### src/rtl/snap_timer_pkg.sv
package snap_timer_pkg;
    localparam int SNAP_W = 64;
    localparam int HALF_W = 32;
    localparam int unsigned BASE_DW = 32'h4C24;

    typedef logic [SNAP_W-1:0] snap_t;
    typedef logic [HALF_W-1:0] half_t;

    typedef enum logic [1:0] {
        SEL_NONE = 2'd0,
        SEL_LO   = 2'd1,
        SEL_HI   = 2'd2
    } rsel_e;

    typedef struct packed {
        logic  first_done;
        snap_t snap;
    } cap_state_t;

    typedef struct packed {
        half_t rdata;
    } rd_state_t;
endpackage

### src/rtl/snap_ns_counter.sv
module snap_ns_counter
    import snap_timer_pkg::*;
#(
    parameter int CLK_NS   = 10,
    parameter int PRESCALE = 1
) (
    input  logic  clk,
    input  logic  rst,
    output snap_t cnt_o
);
    localparam int PRE_W = (PRESCALE > 1) ? $clog2(PRESCALE) : 1;
    localparam int STEP  = CLK_NS * PRESCALE;

    typedef struct packed {
        logic [PRE_W-1:0] pre;
        snap_t            cnt;
    } cnt_state_t;

    cnt_state_t state_d, state_q;
    logic       tick;

    generate
        if (PRESCALE == 1) begin : g_nodiv
            assign tick = ~|state_q.pre;
        end else begin : g_div
            assign tick = (state_q.pre == PRE_W'(PRESCALE - 1));
        end
    endgenerate

    always_comb begin
        state_d = state_q;
        if (tick) begin
            state_d.pre = '0;
            state_d.cnt = state_q.cnt + SNAP_W'(STEP);
        end else begin
            state_d.pre = state_q.pre + 1'b1;
        end
    end

    always_ff @(posedge clk) begin
        if (rst) state_q <= '0;
        else     state_q <= state_d;
    end

    assign cnt_o = state_q.cnt;

    assert_step_R2: assert property (@(posedge clk) disable iff (rst)
        tick |=> state_q.cnt == $past(state_q.cnt) + SNAP_W'(STEP));
    assert_hold_R2: assert property (@(posedge clk) disable iff (rst)
        !tick |=> $stable(state_q.cnt));
endmodule

### src/rtl/snap_capture.sv
module snap_capture
    import snap_timer_pkg::*;
#(
    parameter snap_t SNAP_RESET = 64'h1
) (
    input  logic  clk,
    input  logic  rst,
    input  logic  cap_we,
    input  snap_t cnt_i,
    output snap_t snap_o
);
    cap_state_t state_d, state_q;

    always_comb begin
        state_d = state_q;
        if (cap_we) begin
            state_d.first_done = 1'b1;
            state_d.snap       = state_q.first_done ? cnt_i : '0;
        end
    end

    always_ff @(posedge clk) begin
        if (rst) begin
            state_q.first_done <= 1'b0;
            state_q.snap       <= SNAP_RESET;
        end else begin
            state_q <= state_d;
        end
    end

    assign snap_o = state_q.snap;

    assert_first_zero_R3: assert property (@(posedge clk) disable iff (rst)
        (cap_we && !state_q.first_done) |=> snap_o == '0);
    assert_live_R4: assert property (@(posedge clk) disable iff (rst)
        (cap_we && state_q.first_done) |=> snap_o == $past(cnt_i));
    assert_frozen_R9: assert property (@(posedge clk) disable iff (rst)
        !cap_we |=> $stable(snap_o) && $stable(state_q.first_done));
endmodule

### src/rtl/snap_read_mux.sv
module snap_read_mux
    import snap_timer_pkg::*;
(
    input  logic  clk,
    input  logic  rst,
    input  logic  rd_en,
    input  rsel_e sel,
    input  snap_t snap_i,
    output half_t rd_data_o
);
    rd_state_t state_d, state_q;

    always_comb begin
        state_d.rdata = '0;
        if (rd_en) begin
            unique case (sel)
                SEL_LO:  state_d.rdata = snap_i[HALF_W-1:0];
                SEL_HI:  state_d.rdata = snap_i[SNAP_W-1:HALF_W];
                default: state_d.rdata = '0;
            endcase
        end
    end

    always_ff @(posedge clk) begin
        if (rst) state_q <= '0;
        else     state_q <= state_d;
    end

    assign rd_data_o = state_q.rdata;

    assert_lo_R5: assert property (@(posedge clk) disable iff (rst)
        (rd_en && sel == SEL_LO) |=> rd_data_o == $past(snap_i[HALF_W-1:0]));
    assert_hi_R6: assert property (@(posedge clk) disable iff (rst)
        (rd_en && sel == SEL_HI) |=> rd_data_o == $past(snap_i[SNAP_W-1:HALF_W]));
endmodule

### src/rtl/snap_timer.sv
module snap_timer
    import snap_timer_pkg::*;
#(
    parameter int    ADDR_W     = 20,
    parameter int    CLK_NS     = 10,
    parameter int    PRESCALE   = 1,
    parameter snap_t SNAP_RESET = 64'h1
) (
    input  logic              clk,
    input  logic              rst,
    input  logic [ADDR_W-1:0] addr,
    input  logic              wr_en,
    input  logic [31:0]       wr_data,
    input  logic              rd_en,
    output logic [31:0]       rd_data
);
    localparam logic [ADDR_W-1:0] LO_OFS   = ADDR_W'(BASE_DW << 2);
    localparam logic [ADDR_W-1:0] HI_OFS   = ADDR_W'((BASE_DW + 1) << 2);
    localparam logic [ADDR_W-1:0] TRIG_OFS = ADDR_W'((BASE_DW + 2) << 2);

    snap_t cnt;
    snap_t snap;
    logic  cap_we;
    rsel_e sel;
    logic  unused_wdata;

    assign unused_wdata = ^wr_data;
    assign cap_we       = wr_en && (addr == TRIG_OFS);

    always_comb begin
        sel = SEL_NONE;
        if (addr == LO_OFS)      sel = SEL_LO;
        else if (addr == HI_OFS) sel = SEL_HI;
    end

    snap_ns_counter #(.CLK_NS(CLK_NS), .PRESCALE(PRESCALE)) i_cnt (
        .clk(clk), .rst(rst), .cnt_o(cnt)
    );

    snap_capture #(.SNAP_RESET(SNAP_RESET)) i_cap (
        .clk(clk), .rst(rst), .cap_we(cap_we), .cnt_i(cnt), .snap_o(snap)
    );

    snap_read_mux i_rd (
        .clk(clk), .rst(rst), .rd_en(rd_en), .sel(sel), .snap_i(snap),
        .rd_data_o(rd_data)
    );

    assert_unmapped_R8: assert property (@(posedge clk) disable iff (rst)
        (!rd_en || (addr != LO_OFS && addr != HI_OFS)) |=> rd_data == '0);
    assert_other_write_R7: assert property (@(posedge clk) disable iff (rst)
        (addr != TRIG_OFS) |=> $stable(snap));
endmodule

### config.mk
export PLATFORM = sky130hd
export DESIGN_NAME = snap_timer
export DESIGN_NICKNAME = d
export VERILOG_FILES = /design/src/rtl/snap_timer_pkg.sv /design/src/rtl/snap_ns_counter.sv /design/src/rtl/snap_capture.sv /design/src/rtl/snap_read_mux.sv /design/src/rtl/snap_timer.sv
export SDC_FILE = /design/constraint.sdc
export NUM_CORES = 1
export LEC_CHECK = 0
export BUFFER_PORTS_ARGS = -buffer_cell sky130_fd_sc_hd__clkbuf_2
export CAP_MARGIN = 20
export CORE_UTILIZATION = 60
export DETAILED_ROUTE_END_ITERATION = 16
export GPL_TIMING_DRIVEN = 0
export PLACE_DENSITY = 0.86
export SYNTH_ARGS = -nofsm -noshare
export SYNTH_HDL_FRONTEND = slang
export SYNTH_SLANG_ARGS = --single-unit
### constraint.sdc
create_clock -name clk -period 2.98 [get_ports clk]
set_input_delay 0.447 -clock clk [delete_from_list [all_inputs] [get_ports clk]]
set_output_delay 0.447 -clock clk [all_outputs]
set_load 0.01 [all_outputs]
==> results of run 1 <==
## cells by family after synthesis
group	count (synthesis)	share of synthesized area
AND/OR/NAND/NOR	360	0.2847
flip-flops	161	0.4848
AO/OA/AOI/OAI	116	0.09033
buffers and inverters	64	0.03933
XOR/XNOR	37	0.04874
multiplexers	33	0.04968
adder cells (fa/ha/maj)	1	0.001882
other	1	0.0005640
## cell usage after synthesis, types with 11 or more instances
cell | number | area [um2]
nor2_1 | 82 | 307.8
o21ai_0 | 19 | 95.09
nand2_1 | 85 | 319.1
dfxtp_1 | 161 | 3223
xnor2_1 | 28 | 245.2
nand4_1 | 17 | 106.4
inv_1 | 11 | 41.29
or3_1 | 19 | 118.9
nand3_1 | 84 | 420.4
or4_1 | 12 | 90.09
nor3_1 | 16 | 80.08
a21oi_1 | 89 | 445.4
mux2i_1 | 33 | 330.3
clkbuf_1 | 46 | 172.7
## registers in the layout (all words and copies together), names as in the netlist
name	count
i_cap.state_q	1
i_cap.snap_o	64
i_cnt.cnt_o	63
i_rd.rd_data_o	32
i_cnt.state_q	1
## worst max-delay path, stage by stage (launching register included)
cell	delay [ps]
dfxtp_1	490
nand4_4	220
nor4_4	680
nand4_4	220
buf_6	210
or3_1	300
a21oi_1	190
## layer usage
layer	up-vias	track usage	part of all wire
met2	260	0.4894	0.48
met3	51	0.06174	0.070
met1	2780	0.3825	0.42
met4	0	0.1350	0.029
li1	2846	-	-
met5	-	0	0
## worst max-delay path by stage
stage / from / to / slack [ps] / depth (start not counted)
after global routing: i_cnt.cnt_o[1] / i_cnt.cnt_o[55] / 470 / 7
after global placement: addr[1] / i_cap.snap_o[40] / 430 / 6
final: i_cnt.cnt_o[6] / i_cnt.cnt_o[60] / 600 / 6
after CTS: i_cnt.cnt_o[6] / i_cnt.cnt_o[60] / 610 / 6
after floorplan: addr[1] / i_cap.snap_o[10] / 810 / 6
after detailed placement: addr[1] / i_cap.snap_o[34] / 370 / 7
## per-stage QoR
step / power [uW] / hold slack, ps / area, um2
2_1_floorplan: 2276 / 425.8 / 6649
3_3_place_gp: 2314 / 438.0 / 7094
3_5_place_dp: 2316 / 444.7 / 7094
4_1_cts: 4438 / 295.9 / 7679
5_1_grt: 4546 / 293.5 / 7679
6_report: 4436 / 294.3 / 7679
## power by group through the flow
| stage | sequential, uW | clock, uW | combinational (uW) |
|---|---|---|---|
| after floorplan | 2210 | 0 | 65.4 |
| after global placement | 2210 | 0 | 101 |
| after detailed placement | 2210 | 0 | 103 |
| after CTS | 2160 | 2170 | 104 |
| after global routing | 2160 | 2270 | 113 |
| final | 2170 | 2170 | 105 |
## area by class of cell
type,count,area share
timing repair buffer,54,0.03520
clock buffer,19,0.05491
sequential,161,0.4197
tap,140,0.02281
inverter,11,0.005377
buffer,53,0.02868
multi-input combinational,548,0.4121
clock inverter,13,0.02118
==> summary.md, run 1 <==
| Metric | Value |
|---|---|
| Outcome | `completed` |
| Normalized max-slew margin | `0.3979` |
| Post-CTS resize count | `0` |
| Pwr Density | `577.8 nW/um2` |
| Slew @ Worst Pin | `903.1 ps` |
| Most frequent cells in the layout | `161 x dfxtp_1, 89 x a21oi_1, 85 x nand2_1` |
| Syn nets | `830` |
| Mapped Area | `6649 um2` |
| Layout cells sized above 1 | `0.1374` |
| Worst reg-to-reg path cell count | `6` |
| Clock Tree Root | `clkbuf_8` |
| TNS Setup | `0 ps` |
| Final hold violations | `0` |
| Final WS setup | `596.1 ps` |
| Initial antenna violation count | `0` |
| Core Region | `10,840 um2` |
| GRT overflow | `0` |
| Final-report max-slew violation count | `0` |
| Max-cap violations | `0` |
| DP HPWL | `11.12 mm` |
| Routability cong. | `0.8950` |
| WL per Instance | `16.64 um` |
| Area of the multi-input gates | `3164 um2` |
| Hold Crit Class | `in2reg` |
| Clock power share | `0.488` |
| Placement Setup Slack | `368.0 ps` |
| Final cell count without fillers | `999` |
| Clock buffer depth | `2` |
| Placed Cells | `967` |
| CTS tree | `yes` |
| Final Skew | `6.438 ps` |
| Port bufs | `54` |
| CTS clock-pin slew for the worst setup and hold paths | `60 ps` |
| Sequential fraction of the synthesis area | `0.4848` |
| VDD IR max | `0.4468 mV` |
| H-tree depth | `4` |
| Syn. warnings | `0` |
| Initial core utilization | `0.6133` |
| Setup violators final | `0` |
| DRT antenna net count | `0` |
| Die Ht | `107.3 um` |
| Worst R2R Start | `i_cnt.cnt_o[6]` |
| FF+latch area | `3223 um2` |
| Nets | `903` |
| Logic gate share of total power | `0.024` |
| WP data required | `3430 ps` |
| Antenna Cells | `0` |
| # DRC | `0` |
| Hold Path Depth | `3` |
| Reg2Reg Capture Point | `i_cnt.cnt_o[60]` |
| Global-route wire length before repair | `26.52 mm` |
| Register bit count reported by yosys | `161` |
| Routed vias/inst | `5.943` |
| Ys flop type | `dfxtp_1` |
| Drt pass-1 iters | `5` |
| Vias | `5,937` |
| Leakage power | `0.002525 uW` |
| Worst Hold End | `i_rd.rd_data_o[4]` |
| DRT iter0 DRCs | `666` |
| Layout area overhead | `15.49%` |
| Unrepaired setup endpoints after global routing | `no` |
| Filler cells | `799` |
| Hold_sp | `rd_en` |
| Reg power frac | `0.488` |
| Vias in the first global route | `5,430` |
| Post-CTS Setup Inserts | `0` |
| Average cell area after synthesis | `8.601 um2` |
| I/O Pins | `88` |
| Sw Pwr | `964.0 uW` |
| Final core occ | `0.7083` |
| Min Tclk post-route | `2384 ps` |
| Critical path class | `reg2reg` |
| Post-Syn Instances | `773` |
| All-layer global routing usage | `0.3000` |
| CP endpoint kind | `register` |
| Num CTS Buffers | `17` |
| Total internal power | `3472 uW` |
| Sw frac | `0.2173` |
| Synth unique cells | `38` |
| Die X | `107.3 um` |
| Core Rows | `38` |
| CP Launch Type | `register` |
| FMAX | `419.5 MHz` |
| Commonest non-fill, non-tap cell in the layout | `dfxtp_1` |
| Critical Path AT | `2840 ps` |
| Post-synth EDFFs | `0` |
| Async set-reset flop share out of synthesis | `0` |
| Largest net degree at the start of global routing | `17` |
| Critical Path Fanout Max | `10` |
| Clock tree sinks | `161` |
| Clock latency at the later pin of the worst-skew pair | `540 ps` |
| Total wire length | `16.62 mm` |
| Reg2reg setup slack | `600 ps` |
| Die ar. | `11,510 um2` |
| CTS Hold Bufs | `0` |
| Tcrit/Tclk final | `0.8000` |
No activity file was read; power rests on OpenSTA's default activity.
==> inputs of run 2 (changes only) <==
- ABC_AREA: default -> 1
- CORE_UTILIZATION: 60 -> 59
- PLACE_DENSITY: 0.86 -> 0.84
- clock period: 2.98 -> 2.2 ns (I/O delays scaled with it)
==> run 2 against run 1 <==
Effect of this change: via count rose by 40%; clock skew hardly changed; non-clock buffer count increased by 7; largest power group is now the clock network.
==> summary.md, run 2 <==
| Metric | Value |
|---|---|
| Outcome | `completed` |
| Register bit count reported by yosys | `161 (unchanged)` |
| Sw frac | `0.2457 (+0.02837)` |
| Core Rows | `43 (+13%)` |
| Sw Pwr | `1532 uW (+59%)` |
| Synth area leaders | `dfxtp_1 39%, nand2_1 14%, inv_1 12%, nor2_1 11%, nand4_1 5.8%` |
| Async set-reset flop share out of synthesis | `0 (unchanged)` |
| Post-synthesis mux area share | `0 (-0.04968)` |
| Synth Area in Adders | `0.001499 (-0.0003830)` |
| Antenna Cells | `0 (unchanged)` |
| Nets | `1,464 (+62%)` |
| DP HPWL | `18.10 mm (+63%)` |
| Die ar. | `14,630 um2 (+27%)` |
| Vias | `8,296 (+40%)` |
| Post-synth EDFFs | `0 (unchanged)` |
| Post-CTS Setup Inserts | `0 (unchanged)` |
| Final cell count without fillers | `1,600 (+60%)` |
| Critical Path AT | `2430 ps (-410 ps)` |
| # DRC | `0 (unchanged)` |
| Clock latency at the later pin of the worst-skew pair | `430 ps (-110 ps)` |
| Min Tclk post-route | `2096 ps (-287.6 ps)` |
| GRT overflow | `0 (unchanged)` |
| Clock tree sinks | `161 (unchanged)` |
| Combinational family with the most area after synthesis | `simple AND/OR/NAND/NOR gates` |
| Logic gate share of total power | `0.031 (+0.007)` |
| Slew @ Worst Pin | `630.8 ps (-272.3 ps)` |
| Port bufs | `55 (+1.9%)` |
| Most frequent cells in the layout | `311 x nand2_1, 258 x inv_1, 234 x nor2_1` |
| Post-CTS resize count | `0 (unchanged)` |
| Largest net degree at the start of global routing | `18 (+1)` |
| Reg power frac | `0.470 (-0.018)` |
| Critical Path Fanout Max | `6 (-4)` |
| Setup violators final | `0 (unchanged)` |
| Pwr Density | `658.6 nW/um2 (+14%)` |
| H-tree depth | `4 (unchanged)` |
| Syn nets | `1,390 (+67%)` |
| Initial antenna violation count | `0 (unchanged)` |
| Die Ht | `121.0 um (+13%)` |
| Mapped Area | `8348 um2 (+26%)` |
| Yosys top cell area share | `0.3861 (-0.09867)` |
| CTS tree | `yes` |
| Unrepaired setup endpoints after global routing | `no` |
| Max-cap violations | `0 (unchanged)` |
| CTS Hold Bufs | `0 (unchanged)` |
| Routability cong. | `0.9839 (+9.9%)` |
| Top-count cell post-synth | `nand2_1` |
| Clock power share | `0.499 (+0.011)` |
| Synth unique cells | `31 (-18%)` |
| Leakage power | `0.004255 uW (+69%)` |
| Post-Synth XOR/XNOR Area | `0.01574 (-0.03300)` |
| Ys flop type | `dfxtp_1` |
| Final hold violations | `0 (unchanged)` |
| Leading area contributor after synthesis | `dfxtp_1` |
| WL per Instance | `14.63 um (-12%)` |
| Synth Area in Simple Gates | `0.3591 (+0.07439)` |
| Vias in the first global route | `7,599 (+40%)` |
| FMAX | `477.0 MHz (+14%)` |
| Syn. warnings | `0 (unchanged)` |
| Core Region | `13,830 um2 (+28%)` |
| WP data required | `2530 ps (-900 ps)` |
| Final Skew | `6.524 ps (+0.08637 ps)` |
| CTS clock-pin slew for the worst setup and hold paths | `70 ps (about the same)` |
| CP endpoint kind | `register` |
| Top cells by count, synth | `311 x nand2_1, 258 x inv_1, 234 x nor2_1, 161 x dfxtp_1, 77 x nand4_1` |
| Commonest non-fill, non-tap cell in the layout | `nand2_1` |
| DRT antenna net count | `0 (unchanged)` |
| Critical path class | `reg2reg` |
| Routed vias/inst | `5.185 (-13%)` |
| Normalized max-slew margin | `0.5772 (+0.1792)` |
| Total internal power | `4703 uW (+35%)` |
| Max FFs per register | `64 (unchanged)` |
| Placed Cells | `1,568 (+62%)` |
| Total wire length | `23.41 mm (+41%)` |
| Layout cells sized above 1 | `0.08732 (-0.05005)` |
| Layout area overhead | `13.40%` |
| Die X | `121.0 um (+13%)` |
| VDD IR max | `0.5381 mV (+20%)` |
| Clock Tree Root | `clkbuf_16` |
| Average cell area after synthesis | `6.263 um2 (-27%)` |
| Sequential fraction of the synthesis area | `0.3861 (-0.09867)` |
| Post-Syn Instances | `1,333 (+72%)` |
| Clock buffer depth | `2 (unchanged)` |
| Hold Crit Class | `in2reg` |
| TNS Setup | `0 ps (unchanged)` |
| Tcrit/Tclk final | `0.9529 (+0.1529)` |
| Drt pass-1 iters | `6 (+1)` |
| I/O Pins | `88 (unchanged)` |
| CP Launch Type | `register` |
| Initial core utilization | `0.6037 (-0.009596)` |
| Synth Area in Compound Gates | `0.08183 (-0.008493)` |
| DRT iter0 DRCs | `766 (+15%)` |
| Final-report max-slew violation count | `0 (unchanged)` |
| Global-route wire length before repair | `36.88 mm (+39%)` |
| Num CTS Buffers | `17 (unchanged)` |
| All-layer global routing usage | `0.3299 (+0.02992)` |
| Filler cells | `1,241 (+55%)` |
run 2: routing by layer:
layer,vias up,GRT usage,part of all wire
li1,4251,-,-
met1,3683,0.4078,0.44
met2,301,0.5568,0.46
met3,61,0.05263,0.059
met4,0,0.1605,0.041
met5,-,0,0
run 2: final timing paths:
check	from	end	slack (ps)	cells past startpoint
worst min register to register	i_cap.snap_o[0]	i_cap.snap_o[0]	480	2
worst max register to register	i_cnt.cnt_o[18]	i_cnt.cnt_o[49]	100	8
worst min-delay path	rd_en	i_rd.rd_data_o[5]	240	3
worst max-delay path	i_cnt.cnt_o[18]	i_cnt.cnt_o[49]	100	8
run 2: power groups by stage:
stage / Sequential, uW / Clock (uW) / Combinational, uW
2_1_floorplan: 3000 / 0 / 113
3_3_place_gp: 3000 / 0 / 187
3_5_place_dp: 3000 / 0 / 192
4_1_cts: 2930 / 3110 / 194
5_1_grt: 2930 / 3220 / 214
6_report: 2930 / 3110 / 196
run 2: logic make-up (layout without fill, tap and decap cells):
family / after synthesis / count (layout)
flip-flops: 161 / 161
adder cells (fa/ha/maj): 1 / 1
AND/OR/NAND/NOR: 702 / 702
AO/OA/AOI/OAI: 135 / 135
XOR/XNOR: 15 / 15
buffers and inverters: 318 / 405
other: 1 / 1
run 2: critical path: stages (launching register included):
cell and delay (ps):
dfxtp_1 460, nand2_1 100, nor2_1 420, nand2_1 190, nand3b_1 280, nor2_2 300, nand3_1 110, nand2_1 90
nor2_1 40
run 2: through the flow:
| step | power, uW | area [um2] | utilization | setup slack [ps] | hold WS [ps] |
|---|---|---|---|---|---|
| final | 6234 | 9467 | 0.6846 | 103.7 | 243.4 |
| after global routing | 6365 | 9467 | 0.6846 | 28.59 | 271.9 |
| after CTS | 6234 | 9467 | 0.6846 | 144.2 | 230.1 |
| after detailed placement | 3189 | 8848 | 0.6399 | 156.3 | 467.7 |
| after global placement | 3184 | 8848 | 0.6399 | 169.5 | 454.5 |
| after floorplan | 3108 | 8348 | - | 658.6 | 419.4 |
run 2: layout make-up:
| type | count | area [um2] | share of cell area |
|---|---|---|---|
| repair buffers | 55 | 275.3 | 0.02908 |
| clock inverters | 15 | 192.7 | 0.02035 |
| inverters | 259 | 972.2 | 0.1027 |
| well taps | 180 | 225.2 | 0.02379 |
| flip-flops and latches | 161 | 3223 | 0.3405 |
| clock buffers | 17 | 425.4 | 0.04494 |
| plain buffers | 59 | 324.1 | 0.03423 |
| multi-input cells | 854 | 3829 | 0.4044 |
